## config.mk

```make
export PLATFORM = sky130hd
export DESIGN_NAME = coh_bus_sys
export DESIGN_NICKNAME = d
export VERILOG_FILES = /design/src/rtl/coh_pkg.sv /design/src/rtl/coh_rr_arb.sv /design/src/rtl/coh_mem.sv /design/src/rtl/coh_ctrl.sv /design/src/rtl/coh_bus_sys.sv
export SDC_FILE = /design/constraint.sdc
export NUM_CORES = 1
export LEC_CHECK = 0
export ABC_AREA = 1
export CORE_MARGIN = 5
export CORE_UTILIZATION = 62
export CTS_CLUSTER_SIZE = 16
export DETAILED_ROUTE_END_ITERATION = 6
export DONT_BUFFER_PORTS = 1
export MAX_ROUTING_LAYER = met4
export PLACE_DENSITY = 0.74
export SYNTH_ARGS = -nofsm -noshare
export SYNTH_HDL_FRONTEND = slang
export SYNTH_HIERARCHICAL = 1
export SYNTH_SLANG_ARGS = --single-unit
```

## constraint.sdc

```tcl
create_clock -name clk -period 7.8 [get_ports clk]
set_clock_uncertainty 0.05 [all_clocks]
set_input_delay 0.39 -clock clk [delete_from_list [all_inputs] [get_ports clk]]
set_output_delay 0.39 -clock clk [all_outputs]
set_load 0.03 [all_outputs]
```

## src/rtl/coh_pkg.sv

```systemverilog
package coh_pkg;
   // Line state encoding: 00 invalid, 01 shared, 10 modified
   typedef enum logic [1:0] {
      LS_INV = 2'b00,
      LS_SHR = 2'b01,
      LS_MOD = 2'b10
   } line_st_e;

   typedef enum logic [1:0] {
      BOP_RD  = 2'd0,   // read miss, block wanted shared
      BOP_RDX = 2'd1,   // write miss, block wanted exclusive
      BOP_UPG = 2'd2,   // write to shared copy, invalidate others
      BOP_WB  = 2'd3    // dirty victim write-back
   } bus_op_e;
endpackage

```

## src/rtl/coh_rr_arb.sv

```systemverilog
module coh_rr_arb #(
   parameter int N = 2
) (
   input  logic         clk,
   input  logic         rst_n,
   input  logic [N-1:0] req,
   output logic [N-1:0] gnt
);
   localparam int PW = (N > 1) ? $clog2(N) : 1;

   logic [PW-1:0] last_q;
   logic [PW-1:0] gnt_idx;
   logic          found;

   always_comb begin
      gnt   = '0;
      found = 1'b0;
      for (int k = 1; k <= N; k++) begin
         if (!found && req[(int'(last_q) + k) % N]) begin
            gnt[(int'(last_q) + k) % N] = 1'b1;
            found = 1'b1;
         end
      end
   end

   always_comb begin
      gnt_idx = last_q;
      for (int i = 0; i < N; i++)
         if (gnt[i]) gnt_idx = PW'(i);
   end

   always_ff @(posedge clk) begin
      if (!rst_n)    last_q <= PW'(N - 1);
      else if (|gnt) last_q <= gnt_idx;
   end

   AST_GNT_ONEHOT: assert property (@(posedge clk) disable iff (!rst_n) $onehot0(gnt));
   AST_GNT_HAS_REQ: assert property (@(posedge clk) disable iff (!rst_n) (gnt & ~req) == '0);
endmodule

```

## src/rtl/coh_mem.sv

```systemverilog
module coh_mem
   import coh_pkg::*;
#(
   parameter int BLK_W = 5,
   parameter int WORDS = 2,
   parameter int DW    = 8
) (
   input  logic                clk,
   input  logic                rst_n,
   input  logic                bus_valid,
   input  bus_op_e             bus_op,
   input  logic [BLK_W-1:0]    bus_blk,
   input  logic [WORDS*DW-1:0] mst_line,
   input  logic                own_any,
   input  logic [WORDS*DW-1:0] own_line,
   output logic [WORDS*DW-1:0] rline
);
   localparam int NBLK = 1 << BLK_W;

   logic [WORDS*DW-1:0] mem_q [NBLK];

   assign rline = own_any ? own_line : mem_q[bus_blk];

   always_ff @(posedge clk) begin
      if (!rst_n) begin
         for (int b = 0; b < NBLK; b++)
            for (int w = 0; w < WORDS; w++)
               mem_q[b][w*DW +: DW] <= DW'((b*WORDS + w) ^ 'hA5);
      end else if (bus_valid) begin
         if (bus_op == BOP_WB)
            mem_q[bus_blk] <= mst_line;
         else if (own_any && (bus_op == BOP_RD || bus_op == BOP_RDX))
            mem_q[bus_blk] <= own_line;
      end
   end
endmodule

```

## src/rtl/coh_ctrl.sv

```systemverilog
module coh_ctrl
   import coh_pkg::*;
#(
   parameter int AW    = 6,
   parameter int DW    = 8,
   parameter int WORDS = 2,
   parameter int SETS  = 4
) (
   input  logic                       clk,
   input  logic                       rst_n,
   input  logic                       cpu_req,
   input  logic                       cpu_we,
   input  logic [AW-1:0]              cpu_addr,
   input  logic [DW-1:0]              cpu_wdata,
   output logic                       cpu_done,
   output logic                       cpu_hit,
   output logic [DW-1:0]              cpu_rdata,
   output logic                       bus_req,
   output bus_op_e                    mst_op,
   output logic [AW-$clog2(WORDS)-1:0] mst_blk,
   output logic [WORDS*DW-1:0]        mst_line,
   input  logic                       bus_gnt,
   input  logic                       bus_valid,
   input  bus_op_e                    bus_op,
   input  logic [AW-$clog2(WORDS)-1:0] bus_blk,
   input  logic [WORDS*DW-1:0]        bus_rline,
   output logic                       snp_own,
   output logic [WORDS*DW-1:0]        snp_line
);
   localparam int OFF_W  = $clog2(WORDS);
   localparam int IDX_W  = $clog2(SETS);
   localparam int BLK_W  = AW - OFF_W;
   localparam int TAG_W  = BLK_W - IDX_W;
   localparam int LINE_W = WORDS * DW;

   line_st_e          st_q  [SETS];
   logic [TAG_W-1:0]  tag_q [SETS];
   logic [LINE_W-1:0] dat_q [SETS];

   logic [IDX_W-1:0] idx, s_idx;
   logic [TAG_W-1:0] tag, s_tag;
   logic [OFF_W-1:0] wsel;
   line_st_e         cur_st;
   logic             tag_hit, present, local_ok, active, snoop, local_go, s_match;
   logic [LINE_W-1:0] wr_old, wr_line;

   assign idx     = cpu_addr[OFF_W +: IDX_W];
   assign tag     = cpu_addr[AW-1 -: TAG_W];
   assign wsel    = cpu_addr[OFF_W-1:0];
   assign cur_st  = st_q[idx];
   assign tag_hit = (tag_q[idx] == tag);
   assign present = tag_hit && (cur_st != LS_INV);
   assign local_ok = present && (!cpu_we || cur_st == LS_MOD);
   assign active  = cpu_req && !cpu_done;
   assign snoop   = bus_valid && !bus_gnt;
   // a local hit yields to any foreign bus transaction in the same cycle
   assign local_go = active && local_ok && !snoop;
   assign bus_req  = active && !local_ok;

   // operation chosen from the current line state every cycle, so a copy
   // lost to a snoop while waiting turns an upgrade into read-for-ownership
   always_comb begin
      if (!tag_hit && cur_st == LS_MOD) mst_op = BOP_WB;
      else if (!present)                mst_op = cpu_we ? BOP_RDX : BOP_RD;
      else                              mst_op = BOP_UPG;
   end
   assign mst_blk  = (mst_op == BOP_WB) ? {tag_q[idx], idx} : {tag, idx};
   assign mst_line = dat_q[idx];

   // word merge for writes: fill data for RDX, local data otherwise
   assign wr_old = (mst_op == BOP_RDX && bus_gnt) ? bus_rline : dat_q[idx];
   always_comb begin
      wr_line = wr_old;
      wr_line[int'(wsel)*DW +: DW] = cpu_wdata;
   end

   // snoop side
   assign s_idx   = bus_blk[IDX_W-1:0];
   assign s_tag   = bus_blk[BLK_W-1 -: TAG_W];
   assign s_match = snoop && (tag_q[s_idx] == s_tag) && (st_q[s_idx] != LS_INV);
   assign snp_own = s_match && (st_q[s_idx] == LS_MOD) &&
                    (bus_op == BOP_RD || bus_op == BOP_RDX);
   assign snp_line = dat_q[s_idx];

   always_ff @(posedge clk) begin
      if (!rst_n) begin
         cpu_done  <= 1'b0;
         cpu_hit   <= 1'b0;
         cpu_rdata <= '0;
         for (int i = 0; i < SETS; i++) begin
            st_q[i]  <= LS_INV;
            tag_q[i] <= '0;
            dat_q[i] <= '0;
         end
      end else begin
         cpu_done <= 1'b0;
         if (local_go) begin
            cpu_done  <= 1'b1;
            cpu_hit   <= 1'b1;
            cpu_rdata <= cpu_we ? cpu_wdata : dat_q[idx][int'(wsel)*DW +: DW];
            if (cpu_we) dat_q[idx] <= wr_line;
         end else if (bus_gnt) begin
            if (mst_op == BOP_WB) begin
               st_q[idx] <= LS_INV;
            end else begin
               cpu_done <= 1'b1;
               cpu_hit  <= 1'b0;
               tag_q[idx] <= tag;
               if (mst_op == BOP_RD) begin
                  dat_q[idx] <= bus_rline;
                  st_q[idx]  <= LS_SHR;
                  cpu_rdata  <= bus_rline[int'(wsel)*DW +: DW];
               end else begin
                  dat_q[idx] <= wr_line;
                  st_q[idx]  <= LS_MOD;
                  cpu_rdata  <= cpu_wdata;
               end
            end
         end
         if (s_match) begin
            if (bus_op == BOP_RD && st_q[s_idx] == LS_MOD)
               st_q[s_idx] <= LS_SHR;
            else if (bus_op == BOP_RDX || bus_op == BOP_UPG)
               st_q[s_idx] <= LS_INV;
         end
      end
   end

   AST_DONE_PULSE: assert property (@(posedge clk) disable iff (!rst_n) cpu_done |=> !cpu_done);
   AST_SNOOP_KILL: assert property (@(posedge clk) disable iff (!rst_n)
      (s_match && (bus_op == BOP_RDX || bus_op == BOP_UPG)) |=> (st_q[$past(s_idx)] == LS_INV));
   AST_HIT_NO_BUS: assert property (@(posedge clk) disable iff (!rst_n)
      (cpu_done && cpu_hit) |-> !$past(bus_gnt));
endmodule

```

## src/rtl/coh_bus_sys.sv

```systemverilog
module coh_bus_sys
   import coh_pkg::*;
#(
   parameter int NC    = 2,
   parameter int AW    = 6,
   parameter int DW    = 8,
   parameter int WORDS = 2,
   parameter int SETS  = 4
) (
   input  logic             clk,
   input  logic             rst_n,
   input  logic [NC-1:0]    cpu_req,
   input  logic [NC-1:0]    cpu_we,
   input  logic [NC*AW-1:0] cpu_addr,
   input  logic [NC*DW-1:0] cpu_wdata,
   output logic [NC-1:0]    cpu_done,
   output logic [NC-1:0]    cpu_hit,
   output logic [NC*DW-1:0] cpu_rdata
);
   localparam int OFF_W  = $clog2(WORDS);
   localparam int IDX_W  = $clog2(SETS);
   localparam int BLK_W  = AW - OFF_W;
   localparam int LINE_W = WORDS * DW;

   if (NC < 2) begin : g_chk_nc
      $error("coh_bus_sys: NC must be at least 2");
   end
   if (WORDS < 2 || (1 << OFF_W) != WORDS) begin : g_chk_words
      $error("coh_bus_sys: WORDS must be a power of two of at least 2");
   end
   if (SETS < 2 || (1 << IDX_W) != SETS) begin : g_chk_sets
      $error("coh_bus_sys: SETS must be a power of two of at least 2");
   end
   if (AW <= OFF_W + IDX_W) begin : g_chk_aw
      $error("coh_bus_sys: AW leaves no tag bits");
   end

   logic [NC-1:0]     breq, gnt, own;
   bus_op_e           m_op   [NC];
   logic [BLK_W-1:0]  m_blk  [NC];
   logic [LINE_W-1:0] m_line [NC];
   logic [LINE_W-1:0] o_line [NC];

   logic              bus_valid, own_any;
   bus_op_e           bus_op;
   logic [BLK_W-1:0]  bus_blk;
   logic [LINE_W-1:0] bus_mline, own_line, bus_rline;

   coh_rr_arb #(.N(NC)) u_arb (
      .clk   (clk),
      .rst_n (rst_n),
      .req   (breq),
      .gnt   (gnt)
   );

   always_comb begin
      bus_valid = |gnt;
      bus_op    = BOP_RD;
      bus_blk   = '0;
      bus_mline = '0;
      own_any   = |own;
      own_line  = '0;
      for (int i = 0; i < NC; i++) begin
         if (gnt[i]) begin
            bus_op    = m_op[i];
            bus_blk   = m_blk[i];
            bus_mline = m_line[i];
         end
         if (own[i]) own_line = o_line[i];
      end
   end

   for (genvar g = 0; g < NC; g++) begin : g_cache
      coh_ctrl #(.AW(AW), .DW(DW), .WORDS(WORDS), .SETS(SETS)) u_ctrl (
         .clk       (clk),
         .rst_n     (rst_n),
         .cpu_req   (cpu_req[g]),
         .cpu_we    (cpu_we[g]),
         .cpu_addr  (cpu_addr[g*AW +: AW]),
         .cpu_wdata (cpu_wdata[g*DW +: DW]),
         .cpu_done  (cpu_done[g]),
         .cpu_hit   (cpu_hit[g]),
         .cpu_rdata (cpu_rdata[g*DW +: DW]),
         .bus_req   (breq[g]),
         .mst_op    (m_op[g]),
         .mst_blk   (m_blk[g]),
         .mst_line  (m_line[g]),
         .bus_gnt   (gnt[g]),
         .bus_valid (bus_valid),
         .bus_op    (bus_op),
         .bus_blk   (bus_blk),
         .bus_rline (bus_rline),
         .snp_own   (own[g]),
         .snp_line  (o_line[g])
      );
   end

   coh_mem #(.BLK_W(BLK_W), .WORDS(WORDS), .DW(DW)) u_mem (
      .clk       (clk),
      .rst_n     (rst_n),
      .bus_valid (bus_valid),
      .bus_op    (bus_op),
      .bus_blk   (bus_blk),
      .mst_line  (bus_mline),
      .own_any   (own_any),
      .own_line  (own_line),
      .rline     (bus_rline)
   );

   AST_ONE_OWNER: assert property (@(posedge clk) disable iff (!rst_n) $onehot0(own));
   AST_OWN_ON_BUS: assert property (@(posedge clk) disable iff (!rst_n) own_any |-> bus_valid);
endmodule

```

== Word-level counts from Yosys, hierarchy flattened ==
Memory sizes are Yosys's and may differ from the RTL's.
Cells that the tools add are included.
Word-level totals
  bits in registers: 21
  latch bits: 0
  RAM bits: 680
  memory bits (read-only): 0
  input port bits: 34
  output and inout port bits: 20
  word-level logic and storage cells: 305
  memories kept: 7
Memories
  u_mem.mem_q: depth 32, bits a word 16, rd ports 1, clocked after memory_dff 0, wr ports 32, line coh_mem.sv:20  | logic [WORDS*DW-1:0] mem_q [NBLK];
  g_cache[0].u_ctrl.dat_q: depth 4, bits a word 16, rd ports 2, clocked after memory_dff 0, wr ports 4, line coh_ctrl.sv:38  | logic [LINE_W-1:0] dat_q [SETS];
  g_cache[1].u_ctrl.dat_q: depth 4, bits a word 16, rd ports 2, clocked after memory_dff 0, wr ports 4, line coh_ctrl.sv:38
  g_cache[0].u_ctrl.tag_q: depth 4, bits a word 3, rd ports 2, clocked after memory_dff 0, wr ports 4, line coh_ctrl.sv:37  | logic [TAG_W-1:0] tag_q [SETS];
  g_cache[1].u_ctrl.tag_q: depth 4, bits a word 3, rd ports 2, clocked after memory_dff 0, wr ports 4, line coh_ctrl.sv:37
  g_cache[0].u_ctrl.st_q: depth 4, bits a word 2, rd ports 2, clocked after memory_dff 0, wr ports 4, line coh_ctrl.sv:36  | line_st_e st_q [SETS];
  1 more memories
Operators by class
  $add $sub $neg: 4
  $mul: 0
  div/mod/pow operators: 0
  $lt $le $gt $ge: 4
  eq/ne operators: 17
  shift operators: 8
  muxes and demuxes: 171
  bitwise gates (word level): 14
  reductions and logical operators: 73
Operator list (number)
  two-way mux 16 bit: 15
  two-way mux 1 bit: 109
  two-way mux 8 bit: 10
  negation 4 -> 33 bit: 2
  variable shift 8 x 33 -> 16 bit (first input constant): 2
  indexed part select 8 x 33 -> 16 bit: 2
  indexed part select 16 x 5 -> 8 bit: 4
  two-way mux 2 bit: 26
  OR reduction 16 bit: 3
  bitwise mux 16 bit: 2
  logical AND 1 bit: 32
  two-way mux 5 bit: 5
  == test 2 bit (second input constant): 8
  nonzero test 2 bit: 7
  logical NOT 1 bit: 13
  == test 3 bit: 4
  OR reduction 2 bit: 6
  OR 1 bit: 11
  == test 2 x 1 -> 1 bit (second input constant): 3
  logical NOT 2 bit: 3
  less-than comparator 2 x 3 -> 1 bit (second input constant): 2
  two-way mux 3 bit: 2
  AND reduction 2 bit: 3
  OR reduction 3 bit: 2
  other kinds (7): 15

== Logic depth before layout (Yosys ltp) ==
An unclocked memory read counts as a cell.
  depth in word-level cells: 31
  mapped depth: 50

== Cells and area by module ==
Netlist, hierarchy kept.
Modules (own cells, without submodules)
  coh_mem: times used 1, cells an instance 2726, area each 24404.7 µm², seq. area each 15374.7 µm²
  coh_ctrl at g_cache[1].u_ctrl: times used 1, cells an instance 843, area each 6047.0 µm², seq. area each 2722.6 µm²
  coh_ctrl at g_cache[0].u_ctrl: times used 1, cells an instance 818, area each 5985.7 µm², seq. area each 2722.6 µm²
  coh_bus_sys: times used 1, cells an instance 133, area each 658.1 µm², seq. area each 0.0 µm²
  coh_rr_arb: times used 1, cells an instance 10, area each 60.1 µm², seq. area each 20.0 µm²

== Least setup slack after synthesis ==
Ideal clock, no wire load.
  kind: input port to flip-flop
  start point: input cpu_addr[7]
  end point: memory u_mem/mem_q[17][0] in the netlist's numbering (enable)
  library setup time: 0.372 ns
  data arrival time: 5.486 ns
  slack: 1.892 ns
  cell stages on the path: 39
  path buffers: 9
  cells stage by stage: buf_2 buf_2 o211ai_1 nand2_1 nand2_1 nand2_1 nor2_2 nand2_1 inv_1 nand2_1 nand3_1 inv_1 a21oi_1 buf_6 nand3_1 nand2_1 buf_2 clkbuf_1 (+3 left out) nand2_1 nand2_1 nor2_1 nand2_1 nor2_1 o21a_1 buf_2 or2_2 buf_4 inv_2 or3_1 buf_6 o21ai_4 inv_4 nor2_8 nand2_2 buf_4 nand2_1
RTL lines
  start: declaration: line coh_bus_sys.sv:14  | input logic [NC*AW-1:0] cpu_addr,
  end: declaration: line coh_mem.sv:20

==> reports/summary.md <==
The flow ran to the end, and the final reports show no timing, DRC or antenna violations. Area overhead of the layout relative to synthesis: 8.12%. The fraction of final layout cells sized beyond drive strength 1 is 7.55%.

Based on the critical path, the design can be clocked at up to 151 MHz. The floorplan step defined a die boundary enclosing 0.0649 mm². In this run the mean area of a mapped cell was 8.20 µm². The via count of the first global-routing pass was 29000; the clock latency of the later-clocked register in the worst-skew pair was 630 ps.

During placement, the flow inserted port buffers numbering 0. The root buffer cell is clkbuf_16. TritonCTS built the clock tree. The placed wire-length estimate after detailed placement was 72800 µm. The delay contributed by the slowest stage of the critical path was 560 ps; the die extent in x was 255 µm. In this run the worst path has a maximum fanout of 24.

The number of instances in the synthesized netlist came out at 4530. For this configuration, the core starts out at a cell density of 62.7%. For the post-cts gate resize count, the log shows 0. Required time reported for the critical path endpoint: 8000 ps. The footprint of the flip-flops and latches came out at 0.0208 mm². The overall via count from detail_route is 31000.

The simple-gate area share of the yosys netlist was 30.4%; the total of flip-flops plus latches after synthesis was 701. The routed length per instance was 21.3 µm; the final routed DRC violation total was 0. The run gives 112000 µm as the final wirelength. The routed design could run at a clock period as short as 6610 ps.

The tools report the number of pins exceeding their max-slew limit in the final report as 0. The ratio of routed vias to standard cells was 5.87. On the critical path, the stage with the largest delay is an instance of nand2_1.

Total nets after synthesis: 4574. The first detailed-routing pass ran for 6 iterations. The buffer depth of the longest clock path is 3, and the number of warning messages in the yosys log is 6. The tools report the placer's final routability congestion estimate as 1.01.

Type of the worst setup path: flip-flop to flip-flop. The worst setup path is launched from a flip-flop. The post-place instance area was 0.0377 mm². Leaving out fill and tap cells, the most frequent cell in the layout is nand2_1. The tools report the number of filler cells placed in the layout as 4903. The normalized max-slew margin was 29.4%; the final-report hold violation count was 0. The core region is 0.0592 mm². The analysis attributes to cell leakage a power of 0.0167 µW. The logs give 0 for the max-cap violation count and 3799 for the detailed router's first-iteration violation count.

Of the post-synthesis cell area, the part taken by muxes is 0.768%. Clock tree synthesis inserted a total of 76 buffers. After clock tree synthesis, the clock-pin slew on the worst setup and hold paths is 60 ps.

The run gives 6810 ps as the worst endpoint data arrival time. For this run, the total global-route usage over all layers was measured as 35.4%. After Yosys synthesis, XOR and XNOR cells account for 0.141% of the synthesized area.

Once routing completed, OpenROAD measured the worst setup slack at 1190 ps. 54 I/O pins were placed. The tools report the kind of end point of the critical path as a flip-flop. In this design, the critical path's most frequently occurring cell is nand2_1. By area, the combinational part of the netlist is dominated by simple AND/OR/NAND/NOR gates. The synthesized area is 0.0372 mm², and the post-route setup TNS is 0 ps. The run gives 170000 µm as the first-pass GRT wire length.

The floorplan has 89 rows. For the residual antenna-violating net count after detailed routing, the log shows 0. The clock drives 701 sinks. The repair_antennas step left the layout with diodes totalling 0. The logs give 0.0140 mm² for the area of the multi-input gates and 1190 ps for the register-to-register path setup slack. Of the available clock period, the critical path in the final layout requires 84.8%.

Class of the tightest hold or removal check: primary input to flip-flop. The power per cell area works out to 251 mW/mm². The arithmetic-cell share of the synthesized area counting full adders, half adders and majority gates was 0.337%; the height of the die was 255 µm. The final design area excluding fillers was 0.0402 mm²; the fraction of the mapped netlist area in compound gates was 5.53%. The number of enable flip-flop cells after synthesis was 680. Setup repair after global routing left no endpoint under its margin. At the pin with the least slew margin, the transition time is 1060 ps. In this run the post-CTS setup repair buffer count came out at 0. Leaving out fill and tap cells, the most frequent cells in the layout are 2020 x nand2_1, 680 x edfxtp_1, 584 x nor2_1. After the last flow step, the layout net total stands at 4496. Summing the sequential cell areas from Yosys gives 56.1% of the chip area. For the maximum number of pins on one net before global-route repair, the log shows 151. Before CTS, the worst setup slack after placement is 923 ps.

Summed over all layers, the global routing overflow is 0. The run gives 0 as the initial antenna violation count. The peak supply drop is 0.178 mV. After synthesis, the share of flip-flops with an asynchronous set or reset is 0%.

Main flop type after synthesis: edfxtp_1. The tools report the count of final setup violators as 0. Counting distinct cell types in the post-synthesis netlist gives 47. In this run the number of H-tree levels came out at 3.
==> critical path, delay by kind of cell, from the launching register on <==
| kind | cells | cell delay [ps] |
|---|---|---|
| flip-flops | 1 | 420 |
| AND/OR/NAND/NOR | 26 | 4000 |
| buffers and inverters | 8 | 1270 |
| AO/OA/AOI/OAI | 3 | 480 |
==> synth_stat cells, types with 2 or more instances <==
cell       instances  area, µm²
inv_1            249        935
a22oi_1           16        120
nor2_2             3       18.8
nand2_4            4       45.0
nand3_1          179        896
inv_2             24       90.1
ha_1              10        125
mux2i_4           10        225
clkinv_1           5       18.8
nand2_2           19        119
nor3_1             8       40.0
a22o_1             5       43.8
nor2_8             4       80.1
o21ai_0          224       1120
xnor2_1            6       52.6
a21oi_1           57        285
nand4_1            7       43.8
o22ai_1           30        188
o211ai_1          10       75.1
clkinv_2           2       10.0
o21a_1             2       15.0
buf_4             46        345
o21ai_1           18       90.1
nand2_1         2022       7590
clkbuf_1         134        503
buf_6             15        169
inv_4              3       18.8
o2111ai_1          4       35.0
or2_2             18        113
buf_2             71        355
o221a_2            4       45.0
buf_1             11       41.3
nor2_1           585       2200
mux2i_1            6       60.1
nand3_2            8       80.1
edfxtp_1         680      20400
dfxtp_1           21        420
==> sequential cells by signal, indices dropped and copies added (netlist names) <==
name,count
u_mem/mem_q,512
g_cache.u_ctrl/dat_q,128
g_cache.u_ctrl/tag_q,24
g_cache.u_ctrl/cpu_rdata,16
g_cache.u_ctrl/st_q,16
g_cache.u_ctrl/cpu_done,2
g_cache.u_ctrl/cpu_hit,2
u_arb/last_q,1
==> power by group <==
part	total (µW)	internal, µW	switching, µW	leakage, µW
registers	4350	4270	85.0	0.00634
logic	2300	553	1750	0.00922
clock network	3420	1950	1470	0.00114
==> layout make-up <==
| type | count | share of cell area, % |
|---|---|---|
| sequential | 701 | 51.9 |
| multi-input combinational | 3268 | 34.7 |
| clock buffer | 95 | 5.07 |
| inverter | 283 | 2.69 |
| timing repair buffer | 122 | 2.52 |
| tap | 773 | 2.41 |
| clock inverter | 37 | 0.710 |
==> metrics by stage <==
stage | std cells | power [µW] | hold WS (ps) | util (%)
after floorplan | 4530 | 5860 | 392 | -
after global placement | 5137 | 6620 | 423 | 63.7
after detailed placement | 5137 | 6640 | 414 | 63.7
after CTS | 5279 | 10000 | 6.21 | 67.8
after global routing | 5279 | 10500 | 9.59 | 67.8
final | 5279 | 10100 | 15.3 | 67.8
==> logic make-up after synthesis <==
group	after synthesis
AO/OA/AOI/OAI	373
XOR/XNOR	6
adder cells (fa/ha/maj)	10
buffers and inverters	561
flip-flops	701
multiplexers	16
AND/OR/NAND/NOR	2863
==> metal layers <==
metal  global-route usage (%)  vias up  wire, µm
met5                        -        -         0
met4                     16.6        0      6290
li1                         -    14400         -
met1                     45.6    14300     41800
met3                     6.93      389     12100
met2                     54.8     1862     52200
==> what timing repair did <==
item / CTS / global route
setup endpoints to repair: 0 / 0
hold buffers: 10 / 0
hold endpoints to repair: 52 / 0
==> worst paths after layout <==
check	start	end	cells past startpoint
setup / recovery	g_cache[0].u_ctrl/tag_q[2][2]	u_mem/mem_q[28][4]	37
hold / removal	rst_n	u_arb/last_q	2
setup reg to reg	g_cache[0].u_ctrl/tag_q[2][2]	u_mem/mem_q[28][4]	37
hold reg to reg	u_arb/last_q	u_arb/last_q	2
No activity file was read; power rests on OpenSTA's default activity.
